===== config.mk =====
export PLATFORM = sky130hd
export DESIGN_NAME = ddr_cmd_monitor
export DESIGN_NICKNAME = d
export VERILOG_FILES = /design/src/rtl/ddr_cmd_pkg.sv /design/src/rtl/ddr_cmd_capture.sv /design/src/rtl/ddr_cmd_decode.sv /design/src/rtl/ddr_burst_tracker.sv /design/src/rtl/ddr_cmd_monitor.sv
export SDC_FILE = /design/constraint.sdc
export NUM_CORES = 1
export LEC_CHECK = 0
export ABC_AREA = 1
export BUFFER_PORTS_ARGS = -buffer_cell sky130_fd_sc_hd__buf_4
export CAP_MARGIN = 20
export CORE_MARGIN = 8
export CORE_UTILIZATION = 45
export DETAILED_ROUTE_END_ITERATION = 8
export GPL_ROUTABILITY_DRIVEN = 1
export PLACE_DENSITY = 0.65
export SYNTH_ARGS = -nofsm -noshare
export SYNTH_HDL_FRONTEND = slang
export SYNTH_HIERARCHICAL = 1
export SYNTH_SLANG_ARGS = --single-unit

===== constraint.sdc =====
create_clock -name clk -period 2.1 [get_ports clk]
set_clock_uncertainty 0.1 [all_clocks]
set_input_delay 0.42 -clock clk [delete_from_list [all_inputs] [get_ports clk]]
set_output_delay 0.42 -clock clk [all_outputs]
set_load 0.01 [all_outputs]

===== src/rtl/ddr_cmd_pkg.sv =====
// Shared widths, command codes and field bundle for the DDR command monitor.
// Assumes a 4-bank device with 13 address lines and a 10-bit column.
package ddr_cmd_pkg;

    localparam int BA_W    = 2;
    localparam int ROW_W   = 13;
    localparam int COL_W   = 10;
    localparam int AP_BIT  = 10;
    localparam int BL_W    = 4;
    localparam int NUM_CMD = 9;
    localparam int CMD_W   = $clog2(NUM_CMD);

    // Bit position of each command inside the one-hot output vector.
    typedef enum logic [CMD_W-1:0] {
        CMD_NOP  = 4'd0,
        CMD_ACT  = 4'd1,
        CMD_RD   = 4'd2,
        CMD_WR   = 4'd3,
        CMD_BST  = 4'd4,
        CMD_PRE  = 4'd5,
        CMD_AREF = 4'd6,
        CMD_SREF = 4'd7,
        CMD_LMR  = 4'd8
    } cmd_e;

    // Kind of burst currently owning the data bus.
    typedef enum logic [1:0] {
        BURST_NONE  = 2'd0,
        BURST_RD    = 2'd1,
        BURST_RD_AP = 2'd2,
        BURST_WR    = 2'd3
    } burst_e;

    // Address-derived fields reported with each command.
    typedef struct packed {
        logic [BA_W-1:0]  bank;
        logic [ROW_W-1:0] row;
        logic [COL_W-1:0] col;
        logic             autopre;
        logic             pre_all;
        logic             ext_mode;
    } fields_t;

    localparam logic [BA_W-1:0] BA_MODE_REG = BA_W'(0);
    localparam logic [BA_W-1:0] BA_EXT_REG  = BA_W'(1);

endpackage


===== src/rtl/ddr_cmd_capture.sv =====
// Input capture stage: registers the raw bus pins on every rising edge.
// Assumes the pins are already synchronous to clk. Reset leaves the
// register holding a deselect with the clock enable high.
module ddr_cmd_capture
    import ddr_cmd_pkg::*;
#(
    parameter int BA_WIDTH   = BA_W,
    parameter int ADDR_WIDTH = ROW_W
) (
    input  logic                  clk,
    input  logic                  rst_n,
    input  logic                  cke,
    input  logic                  cs_n,
    input  logic                  ras_n,
    input  logic                  cas_n,
    input  logic                  we_n,
    input  logic [BA_WIDTH-1:0]   ba,
    input  logic [ADDR_WIDTH-1:0] addr,
    output logic                  cke_q,
    output logic                  cs_n_q,
    output logic                  ras_n_q,
    output logic                  cas_n_q,
    output logic                  we_n_q,
    output logic [BA_WIDTH-1:0]   ba_q,
    output logic [ADDR_WIDTH-1:0] addr_q
);

    // Sample the command bus; reset parks it on an idle deselect.
    always_ff @(posedge clk) begin
        if (!rst_n) begin
            cke_q   <= 1'b1;
            cs_n_q  <= 1'b1;
            ras_n_q <= 1'b1;
            cas_n_q <= 1'b1;
            we_n_q  <= 1'b1;
            ba_q    <= '0;
            addr_q  <= '0;
        end else begin
            cke_q   <= cke;
            cs_n_q  <= cs_n;
            ras_n_q <= ras_n;
            cas_n_q <= cas_n;
            we_n_q  <= we_n;
            ba_q    <= ba;
            addr_q  <= addr;
        end
    end

endmodule


===== src/rtl/ddr_cmd_decode.sv =====
// Combinational decoder: turns one sampled strobe set into a command code,
// its address fields, and the context-free violations (clock enable misuse,
// reserved mode-register select). Burst context is judged elsewhere.
module ddr_cmd_decode
    import ddr_cmd_pkg::*;
(
    input  logic             cke,
    input  logic             cs_n,
    input  logic             ras_n,
    input  logic             cas_n,
    input  logic             we_n,
    input  logic [BA_W-1:0]  ba,
    input  logic [ROW_W-1:0] addr,
    output cmd_e             cmd,
    output fields_t          fld,
    output logic             bad_static,
    output logic             is_bst,
    output logic             rd_start,
    output logic             wr_start
);

    logic bad_lmr_sel;

    // Strobe decode plus per-command field extraction.
    always_comb begin
        cmd         = CMD_NOP;
        fld         = '0;
        bad_lmr_sel = 1'b0;
        if (!cs_n) begin
            case ({ras_n, cas_n, we_n})
                3'b011: begin
                    cmd      = CMD_ACT;
                    fld.bank = ba;
                    fld.row  = addr;
                end
                3'b101: begin
                    cmd         = CMD_RD;
                    fld.bank    = ba;
                    fld.col     = addr[COL_W-1:0];
                    fld.autopre = addr[AP_BIT];
                end
                3'b100: begin
                    cmd         = CMD_WR;
                    fld.bank    = ba;
                    fld.col     = addr[COL_W-1:0];
                    fld.autopre = addr[AP_BIT];
                end
                3'b110: cmd = CMD_BST;
                3'b010: begin
                    cmd         = CMD_PRE;
                    fld.pre_all = addr[AP_BIT];
                    fld.bank    = addr[AP_BIT] ? '0 : ba;
                end
                3'b001: cmd = cke ? CMD_AREF : CMD_SREF;
                3'b000: begin
                    cmd          = CMD_LMR;
                    fld.bank     = ba;
                    fld.row      = addr;
                    fld.ext_mode = (ba == BA_EXT_REG);
                    bad_lmr_sel  = (ba != BA_MODE_REG) && (ba != BA_EXT_REG);
                end
                default: cmd = CMD_NOP;
            endcase
        end
    end

    // Violations that need no history: real command with CKE low, bad select.
    always_comb begin
        bad_static = bad_lmr_sel ||
                     (!cke && (cmd != CMD_NOP) && (cmd != CMD_SREF));
    end

    // Handshake flags for the burst tracker.
    always_comb begin
        is_bst   = (cmd == CMD_BST);
        rd_start = (cmd == CMD_RD) && cke;
        wr_start = (cmd == CMD_WR) && cke;
    end

endmodule


===== src/rtl/ddr_burst_tracker.sv =====
// Burst context tracker: remembers the kind of the last read or write burst
// and counts down its window one sampled command at a time. It reports
// whether a burst terminate arriving now is legal. Assumes burst_len is
// stable while a read or write is being decoded.
module ddr_burst_tracker
    import ddr_cmd_pkg::*;
#(
    parameter int LEN_W = BL_W
) (
    input  logic             clk,
    input  logic             rst_n,
    input  logic             rd_start,
    input  logic             wr_start,
    input  logic             autopre,
    input  logic             bst_seen,
    input  logic [LEN_W-1:0] burst_len,
    output logic             bst_legal
);

    logic [LEN_W-1:0] remain;
    burst_e           kind;
    logic             open_win;

    // Window state seen by the command being decoded right now.
    always_comb begin
        open_win  = (remain != '0);
        bst_legal = open_win && (kind == BURST_RD);
    end

    // Load on read/write, close on legal terminate, else count down.
    always_ff @(posedge clk) begin
        if (!rst_n) begin
            remain <= '0;
            kind   <= BURST_NONE;
        end else if (rd_start || wr_start) begin
            remain <= burst_len;
            if (burst_len == '0)
                kind <= BURST_NONE;
            else if (wr_start)
                kind <= BURST_WR;
            else
                kind <= autopre ? BURST_RD_AP : BURST_RD;
        end else if (bst_seen && bst_legal) begin
            remain <= '0;
            kind   <= BURST_NONE;
        end else if (open_win) begin
            remain <= remain - LEN_W'(1);
            if (remain == LEN_W'(1))
                kind <= BURST_NONE;
        end
    end

    AST_IDLE_HAS_NO_KIND: assert property (@(posedge clk) disable iff (!rst_n)
        (remain == '0) |-> (kind == BURST_NONE));

    AST_WINDOW_LOADS_LEN: assert property (@(posedge clk) disable iff (!rst_n)
        (rd_start || wr_start) |=> (remain == $past(burst_len)));

endmodule


===== src/rtl/ddr_cmd_monitor.sv =====
// Top of the DDR command monitor. Captures the bus, decodes the command,
// consults the burst tracker for terminate legality and registers all
// results, so outputs trail the sampled command by one clock.
// Assumes a passive tap: nothing here drives the memory bus.
module ddr_cmd_monitor
    import ddr_cmd_pkg::*;
(
    input  logic               clk,
    input  logic               rst_n,
    input  logic               cke,
    input  logic               cs_n,
    input  logic               ras_n,
    input  logic               cas_n,
    input  logic               we_n,
    input  logic [BA_W-1:0]    ba,
    input  logic [ROW_W-1:0]   addr,
    input  logic [BL_W-1:0]    burst_len,
    output logic [NUM_CMD-1:0] cmd_vec,
    output logic [BA_W-1:0]    cmd_bank,
    output logic [ROW_W-1:0]   cmd_row,
    output logic [COL_W-1:0]   cmd_col,
    output logic               cmd_autopre,
    output logic               cmd_pre_all,
    output logic               cmd_ext_mode,
    output logic               cmd_violation
);

    logic             cke_q, cs_n_q, ras_n_q, cas_n_q, we_n_q;
    logic [BA_W-1:0]  ba_q;
    logic [ROW_W-1:0] addr_q;

    cmd_e             dec_cmd;
    fields_t          dec_fld;
    logic             dec_bad, dec_bst, dec_rd, dec_wr;
    logic             bst_ok;
    logic [CMD_W-1:0] cmd_code;
    logic [NUM_CMD-1:0] onehot_d;
    logic             viol_d;

    ddr_cmd_capture u_capture (
        .clk     (clk),
        .rst_n   (rst_n),
        .cke     (cke),
        .cs_n    (cs_n),
        .ras_n   (ras_n),
        .cas_n   (cas_n),
        .we_n    (we_n),
        .ba      (ba),
        .addr    (addr),
        .cke_q   (cke_q),
        .cs_n_q  (cs_n_q),
        .ras_n_q (ras_n_q),
        .cas_n_q (cas_n_q),
        .we_n_q  (we_n_q),
        .ba_q    (ba_q),
        .addr_q  (addr_q)
    );

    ddr_cmd_decode u_decode (
        .cke        (cke_q),
        .cs_n       (cs_n_q),
        .ras_n      (ras_n_q),
        .cas_n      (cas_n_q),
        .we_n       (we_n_q),
        .ba         (ba_q),
        .addr       (addr_q),
        .cmd        (dec_cmd),
        .fld        (dec_fld),
        .bad_static (dec_bad),
        .is_bst     (dec_bst),
        .rd_start   (dec_rd),
        .wr_start   (dec_wr)
    );

    ddr_burst_tracker u_burst (
        .clk       (clk),
        .rst_n     (rst_n),
        .rd_start  (dec_rd),
        .wr_start  (dec_wr),
        .autopre   (dec_fld.autopre),
        .bst_seen  (dec_bst),
        .burst_len (burst_len),
        .bst_legal (bst_ok)
    );

    assign cmd_code = dec_cmd;

    // One comparator per command bit builds the one-hot vector.
    for (genvar k = 0; k < NUM_CMD; k++) begin : g_onehot
        assign onehot_d[k] = (cmd_code == CMD_W'(k));
    end

    // Combine static and burst-context violations.
    always_comb viol_d = dec_bad || (dec_bst && !bst_ok);

    // Output register stage; reset shows an idle no-operation.
    always_ff @(posedge clk) begin
        if (!rst_n) begin
            cmd_vec       <= NUM_CMD'(1);
            cmd_bank      <= '0;
            cmd_row       <= '0;
            cmd_col       <= '0;
            cmd_autopre   <= 1'b0;
            cmd_pre_all   <= 1'b0;
            cmd_ext_mode  <= 1'b0;
            cmd_violation <= 1'b0;
        end else begin
            cmd_vec       <= onehot_d;
            cmd_bank      <= dec_fld.bank;
            cmd_row       <= dec_fld.row;
            cmd_col       <= dec_fld.col;
            cmd_autopre   <= dec_fld.autopre;
            cmd_pre_all   <= dec_fld.pre_all;
            cmd_ext_mode  <= dec_fld.ext_mode;
            cmd_violation <= viol_d;
        end
    end

    AST_CMD_ONE_HOT: assert property (@(posedge clk) disable iff (!rst_n)
        $countones(cmd_vec) == 1);

    AST_COL_ONLY_ON_ACCESS: assert property (@(posedge clk) disable iff (!rst_n)
        ((cmd_col != '0) || cmd_autopre) |-> (cmd_vec[int'(CMD_RD)] || cmd_vec[int'(CMD_WR)]));

    AST_PREALL_DROPS_BANK: assert property (@(posedge clk) disable iff (!rst_n)
        cmd_pre_all |-> (cmd_vec[int'(CMD_PRE)] && (cmd_bank == '0)));

    AST_EXT_ONLY_ON_LOAD: assert property (@(posedge clk) disable iff (!rst_n)
        cmd_ext_mode |-> (cmd_vec[int'(CMD_LMR)] && (cmd_bank == BA_EXT_REG)));

endmodule


==> results.md, run 1 <==
- Syn_nets: 365
- CP required: 2.21 ns
- Fill count: 542
- Core area: 5510 sq um
- Final setup violation count: 0
- Ys async rst share: 0
- Vias in the first global route: 1,904
- Routed WL: 4820 microns
- Startpoint types: register
- Vias per cell: 4.15
- Worst Path Max Fanout: 11
- Synth Instances: 336
- Fraction of layout cells with a size suffix above 1: 0.246
- Adder-cell share of the synthesized area: 0.0146
- VDD IR max: 0.592 mV
- Hold Buf Count CTS: 0
- Slew Limit Fails: 0
- Area share of the largest cell type after synthesis: 0.499
- Main combinational cell family by area after synthesis: simple AND/OR/NAND/NOR gates
- Clock transition at path regs: 0.06 ns
- Antenna Nets Post-Route: 0
- Rel. slew slack: 0.644
- Most frequent cells in the layout: 84 x inv_1, 78 x nand2_1, 64 x dfxtp_1, 64 x buf_4, 26 x nor2_1
- Min-delay worst type: in2reg
- Clock sink count: 64
- CTS root buf: clkbuf_8
- Die Area: 8380 sq um
- Lkg Pwr: 1.81 nW
- Starting density of the core: 0.466
- Initial DRT Pass Iterations: 4
- CTS tree: yes
- Period utilization: 0.808
- Synth unique cells: 29
- Final Wtd Congestion: 0.866
- CTS buffer count: 9
- Register area share after synthesis: 0.499
- Total power density per cell area: 830 nW/um^2
- Post-synth top area cell: dfxtp_1
- Routed wire length per instance: 10.2 microns
- Worst skew pair latency: 0.32 ns
- Htree depth: 3
- Largest net degree at the start of global routing: 59
- Diodes inserted: 0
- Post-synth EDFFs: 0
- Row cnt: 27
- Nets: 429
- Area contributors post-synth: dfxtp_1 50%, inv_1 12%, nand2_1 11%
- WS Path Type: reg2reg
- Layout area overhead: 24.3%
- Syn Area/Cell: 7.64 sq um
- Die width: 91.5 microns
- Cells resized by post-CTS repair: 0
- GR Overflow Total: 0
- CTS Buffer Depth: 2
- Compound-Gate Fraction of Synth Area: 0.0346
- Xor/xnor share of the synthesized area: 0.00341
- Post-synthesis instance area: 2570 sq um
- I/O pins: 64
- Mux cell area share after synthesis: 0
- Register Area: 1280 sq um
- Pwr Total: 2.65 mW
- Input/output buffers: 63
- First-pass GRT wire length: 8350 microns
- Gr usage total: 0.122
- Clock period minus worst slack: 1.70 ns
- CP arrival: 1.81 ns
- Yosys reg bits: 64
- FMAX: 0.590 GHz
- Hold Violations, Final: 0
- Initial antenna violation count: 0
- Vias: 1,967
- DRC: 0
- Synthesis Warnings: 6
- Multi-input gate area: 845 sq um
- Setup crit end kind: register
- HPWL Detailed: 3600 microns
- Worst slew pin tran: 0.534 ns
- 1st-iter DRT viols: 111
- Status: complete, no violations
- Die Ht: 91.5 microns
- Most common cell after layout, fill and taps aside: inv_1
- MaxCap Viol Count: 0
- RSZ-0062 raised after global routing: false
- Setup TNS: 0 ns
- Post-Synth Simple-Gate Area: 0.276
- Post-CTS Setup Bufs: 0
- Main synth FF type: dfxtp_1
## power breakdown
group / internal, mW / switching [mW]
registers: 1.28 / 0.0497
clock network: 0.471 / 0.392
logic: 0.188 / 0.267
## critical path, stage by stage (launching register included)
cell      delay (ns)
dfxtp_1         0.53
inv_2           0.08
nor2_1          0.14
inv_1           0.19
nor2_1          0.24
inv_1           0.07
o211ai_1        0.16
a21oi_1         0.08
## cells by family (layout without fill, tap and decap cells)
group | Yosys count | count (layout)
AOI/OAI and AO/OA | 13 | 13
xor gates and xnor gates | 1 | 1
and+or+nand+nor | 155 | 155
buffers and inverters | 100 | 166
adders and majority gates | 3 | 3
DFF | 64 | 64
## final cells by class
cell class / count / area share
Clock buffer: 12 / 0.0486
Sequential cell: 64 / 0.402
Inverter: 89 / 0.105
Timing Repair Buffer: 64 / 0.151
Clock inverter: 1 / 0.00157
Multi-Input combinational cell: 172 / 0.265
Tap cell: 72 / 0.0282
## cells in the mapped netlist (2+ instances only)
cell type / instances
nor3_1: 14
nand2_1: 78
ha_1: 3
buf_4: 2
a21oi_1: 5
inv_2: 5
nand4_1: 9
dfxtp_1: 64
nand3_1: 9
o211ai_1: 2
nor2_1: 26
nand3b_1: 3
buf_6: 6
nor2_4: 2
nor2_2: 11
inv_1: 84
## worst paths after layout
kind                              startpoint                      endpoint  slack (ns)  cells after the start
min reg2reg  u_capture/addr_q[11]$_SDFF_PN0_        cmd_row[11]$_SDFF_PN0_        0.39                      4
max             u_capture/ras_n_q$_SDFF_PN1_  u_burst/kind[0]$_SDFFE_PN0P_        0.40                      7
min                                    ras_n  u_capture/ras_n_q$_SDFF_PN1_        0.16                      3
max reg2reg     u_capture/ras_n_q$_SDFF_PN1_  u_burst/kind[0]$_SDFFE_PN0P_        0.40                      7
## metrics by stage
stage	hold slack [ns]	cells	worst slack [ns]	instance area, sq um	utilization
after floorplan	0.359	336	0.677	2570	-
after CTS	0.146	474	0.398	3190	0.579
final	0.165	474	0.404	3190	0.579
after global routing	0.161	474	0.191	3190	0.579
after detailed placement	0.383	461	0.413	3030	0.550
after global placement	0.379	461	0.478	3030	0.550
## layer usage
metal | vias up | track usage | wire [microns]
li1 | 1102 | - | -
met1 | 791 | 0.147 | 2260
met2 | 65 | 0.181 | 2020
met3 | 9 | 0.0444 | 445
met4 | 0 | 0.0750 | 96
met5 | - | 0 | 0
## sequential cells by signal (all words and copies together) (netlist names)
name / flops
u_capture/ba_q: 2
u_capture/ras_n_q: 1
cmd_violation: 1
u_capture/cas_n_q: 1
cmd_row: 13
u_burst/kind: 2
cmd_autopre: 1
cmd_bank: 2
cmd_col: 10
u_capture/addr_q: 13
cmd_ext_mode: 1
u_capture/cke_q: 1
u_capture/cs_n_q: 1
cmd_pre_all: 1
u_burst/remain: 4
cmd_vec: 9
u_capture/we_n_q: 1
Power figures use the tool's default switching activity.
==> run 2, diff against run 1 <==
==> constraint.sdc (replaced) <==
create_clock -name clk -period 1.7 [get_ports clk]
set_clock_uncertainty 0.1 [all_clocks]
set_input_delay 0.34 -clock clk [delete_from_list [all_inputs] [get_ports clk]]
set_output_delay 0.34 -clock clk [all_outputs]
set_load 0.01 [all_outputs]
==> run 2 against run 1 <==
  * Via count grew 2.3%
  * Sequential power rose by 23%
  * Combinational power increased by 25%
  * Maximum frequency grew 8.0%
  * Global-route usage increased by 0.47 points
  * First-iteration DRC count fell by 45%
  * Largest power group unchanged
  * Cell count grew 1.5%
  * Worst setup slack lost 0.27 ns
  * Hold slack worse by 0.088 ns
  * Core utilization increased by 1.3 points
==> results.md, run 2 (synthesis results as in run 1) <==
- Most frequent cells in the layout: 84 x inv_1, 78 x nand2_1, 68 x buf_4, 63 x dfxtp_1, 26 x nor2_1
- Worst flop-to-flop path startpoint: u_capture/we_n_q$_SDFF_PN1_
- Diodes inserted: 0 (unchanged)
- Most common cell after layout, fill and taps aside: inv_1
- Period utilization: 0.924 (+0.117)
- Die width: 91.5 microns (unchanged)
- Largest net degree at the start of global routing: 48 (-19%)
- CTS buffer count: 9 (unchanged)
- Placed Instance Area: 3060 sq um (+0.99%)
- RSZ-0062 raised after global routing: false
- I/O pins: 64 (unchanged)
- Pwr Total: 3.49 mW (+32%)
- WS Path Type: reg2reg
- Clock period minus worst slack: 1.57 ns (-0.125 ns)
- DRC: 0 (unchanged)
- Initial antenna violation count: 0 (unchanged)
- Slew Limit Fails: 0 (unchanged)
- Placed insts: 465 (+0.87%)
- Die Ht: 91.5 microns (unchanged)
- Final setup violation count: 0 (unchanged)
- Fin Hold WS: 0.0770 ns (-0.0878 ns)
- CP required: 1.86 ns (-0.35 ns)
- CTS root buf: clkbuf_8
- Post-route cell area: 3260 sq um (+2.2%)
- Nets: 433 (+0.93%)
- Initial DRT Pass Iterations: 4 (unchanged)
- Gr usage total: 0.127 (+0.00471)
- Lkg Pwr: 1.85 nW (+2.1%)
- Routed wire length per instance: 10.2 microns (+0.63%)
- Routed WL: 4920 microns (+2.1%)
- Min-delay worst type: in2reg
- 1st-iter DRT viols: 61 (-45%)
- Total power density per cell area: 1070 nW/um^2 (+29%)
- Starting density of the core: 0.466 (unchanged)
- Die Area: 8380 sq um (unchanged)
- HPWL Detailed: 3680 microns (+2.3%)
- Fin cells: 481 (+1.5%)
- Hold Violations, Final: 0 (unchanged)
- Core area: 5510 sq um (unchanged)
- Worst Path Max Fanout: 10 (-1)
- Worst skew pair latency: 0.33 ns (about the same)
- First-pass GRT wire length: 8710 microns (+4.3%)
- Layout area overhead: 27.1%
- Hold path startpoint: cs_n
- Worst-case reg-to-reg path depth: 6 (-1)
- MaxCap Viol Count: 0 (unchanged)
- Largest regs: cmd_row (13), u_capture/addr_q (13), cmd_col (10)
- Rel. slew slack: 0.705 (+0.0608)
- CTS Buffer Depth: 2 (unchanged)
- Clock sink count: 64 (unchanged)
- Final Wtd Congestion: 0.818 (-5.5%)
- CTS tree: yes
- Startpoint types: register
- Setup crit end kind: register
- Worst slew pin tran: 0.443 ns (-0.0912 ns)
- Vias in the first global route: 2,005 (+5.3%)
- Clock transition at path regs: 0.07 ns (about the same)
- Hold Buf Count CTS: 0 (unchanged)
- Fraction of layout cells with a size suffix above 1: 0.259 (+0.0129)
- Vias per cell: 4.18 (+0.80%)
- CP arrival: 1.73 ns (-0.08 ns)
- FMAX: 0.636 GHz (+8.0%)
- Input/output buffers: 63 (unchanged)
- Hold Path Stages: 3 (unchanged)
- Antenna Nets Post-Route: 0 (unchanged)
- Vias: 2,012 (+2.3%)
- Row cnt: 27 (unchanged)
- Setup TNS: 0 ns (unchanged)
- Beginning of the critical path: u_capture/we_n_q$_SDFF_PN1_
- VDD IR max: 0.700 mV (+18%)
- Htree depth: 3 (unchanged)
- Status: complete, no violations
- GR Overflow Total: 0 (unchanged)
run 2: cell type report:
cell class | count | area [sq um]
clock buffer | 13 | 159
clock inverter | 3 | 40.0
fill | 543 | 2250
inverter | 89 | 334
multi-input combinational | 172 | 845
sequential | 64 | 1280
tap | 72 | 90.1
timing repair buffer | 68 | 510
run 2: power breakdown:
part,internal (mW),switching [mW],leakage [nW],total (mW)
clock,0.753,0.522,0.103,1.28
sequential,1.58,0.0603,0.522,1.64
combinational,0.236,0.334,1.22,0.569
total,2.57,0.916,1.85,3.49
run 2: path summary, 6_finish.rpt:
check	to	slack, ns
setup / recovery	u_burst/kind[0]$_SDFFE_PN0P_	0.13
hold / removal	u_capture/cs_n_q$_SDFF_PN1_	0.08
setup reg to reg	u_burst/kind[0]$_SDFFE_PN0P_	0.13
hold reg to reg	cmd_row[12]$_SDFF_PN0_	0.39
run 2: repair_timing:
item,CTS,global route
setup endpoints to repair,0,5
gates resized for setup,0,1
buffers inserted,0,0
run 2: critical path: stages (launching register included):
cell      delay (ns)
dfxtp_1         0.53
nand4_1         0.15
nor2_1          0.20
nor2_4          0.10
inv_1           0.17
o211ai_1        0.12
a21oi_1         0.14
run 2: through the flow:
step            util  setup WS, ns
2_1_floorplan      -         0.277
3_3_place_gp   0.556         0.205
3_5_place_dp   0.556         0.155
4_1_cts        0.592         0.157
5_1_grt        0.592      0.000516
6_report       0.592         0.129
run 2: routing by layer:
metal | GRT usage | wire (microns)
met1 | 0.149 | 2260
met2 | 0.190 | 2140
met3 | 0.0453 | 403
met4 | 0.0832 | 113
met5 | 0 | 0
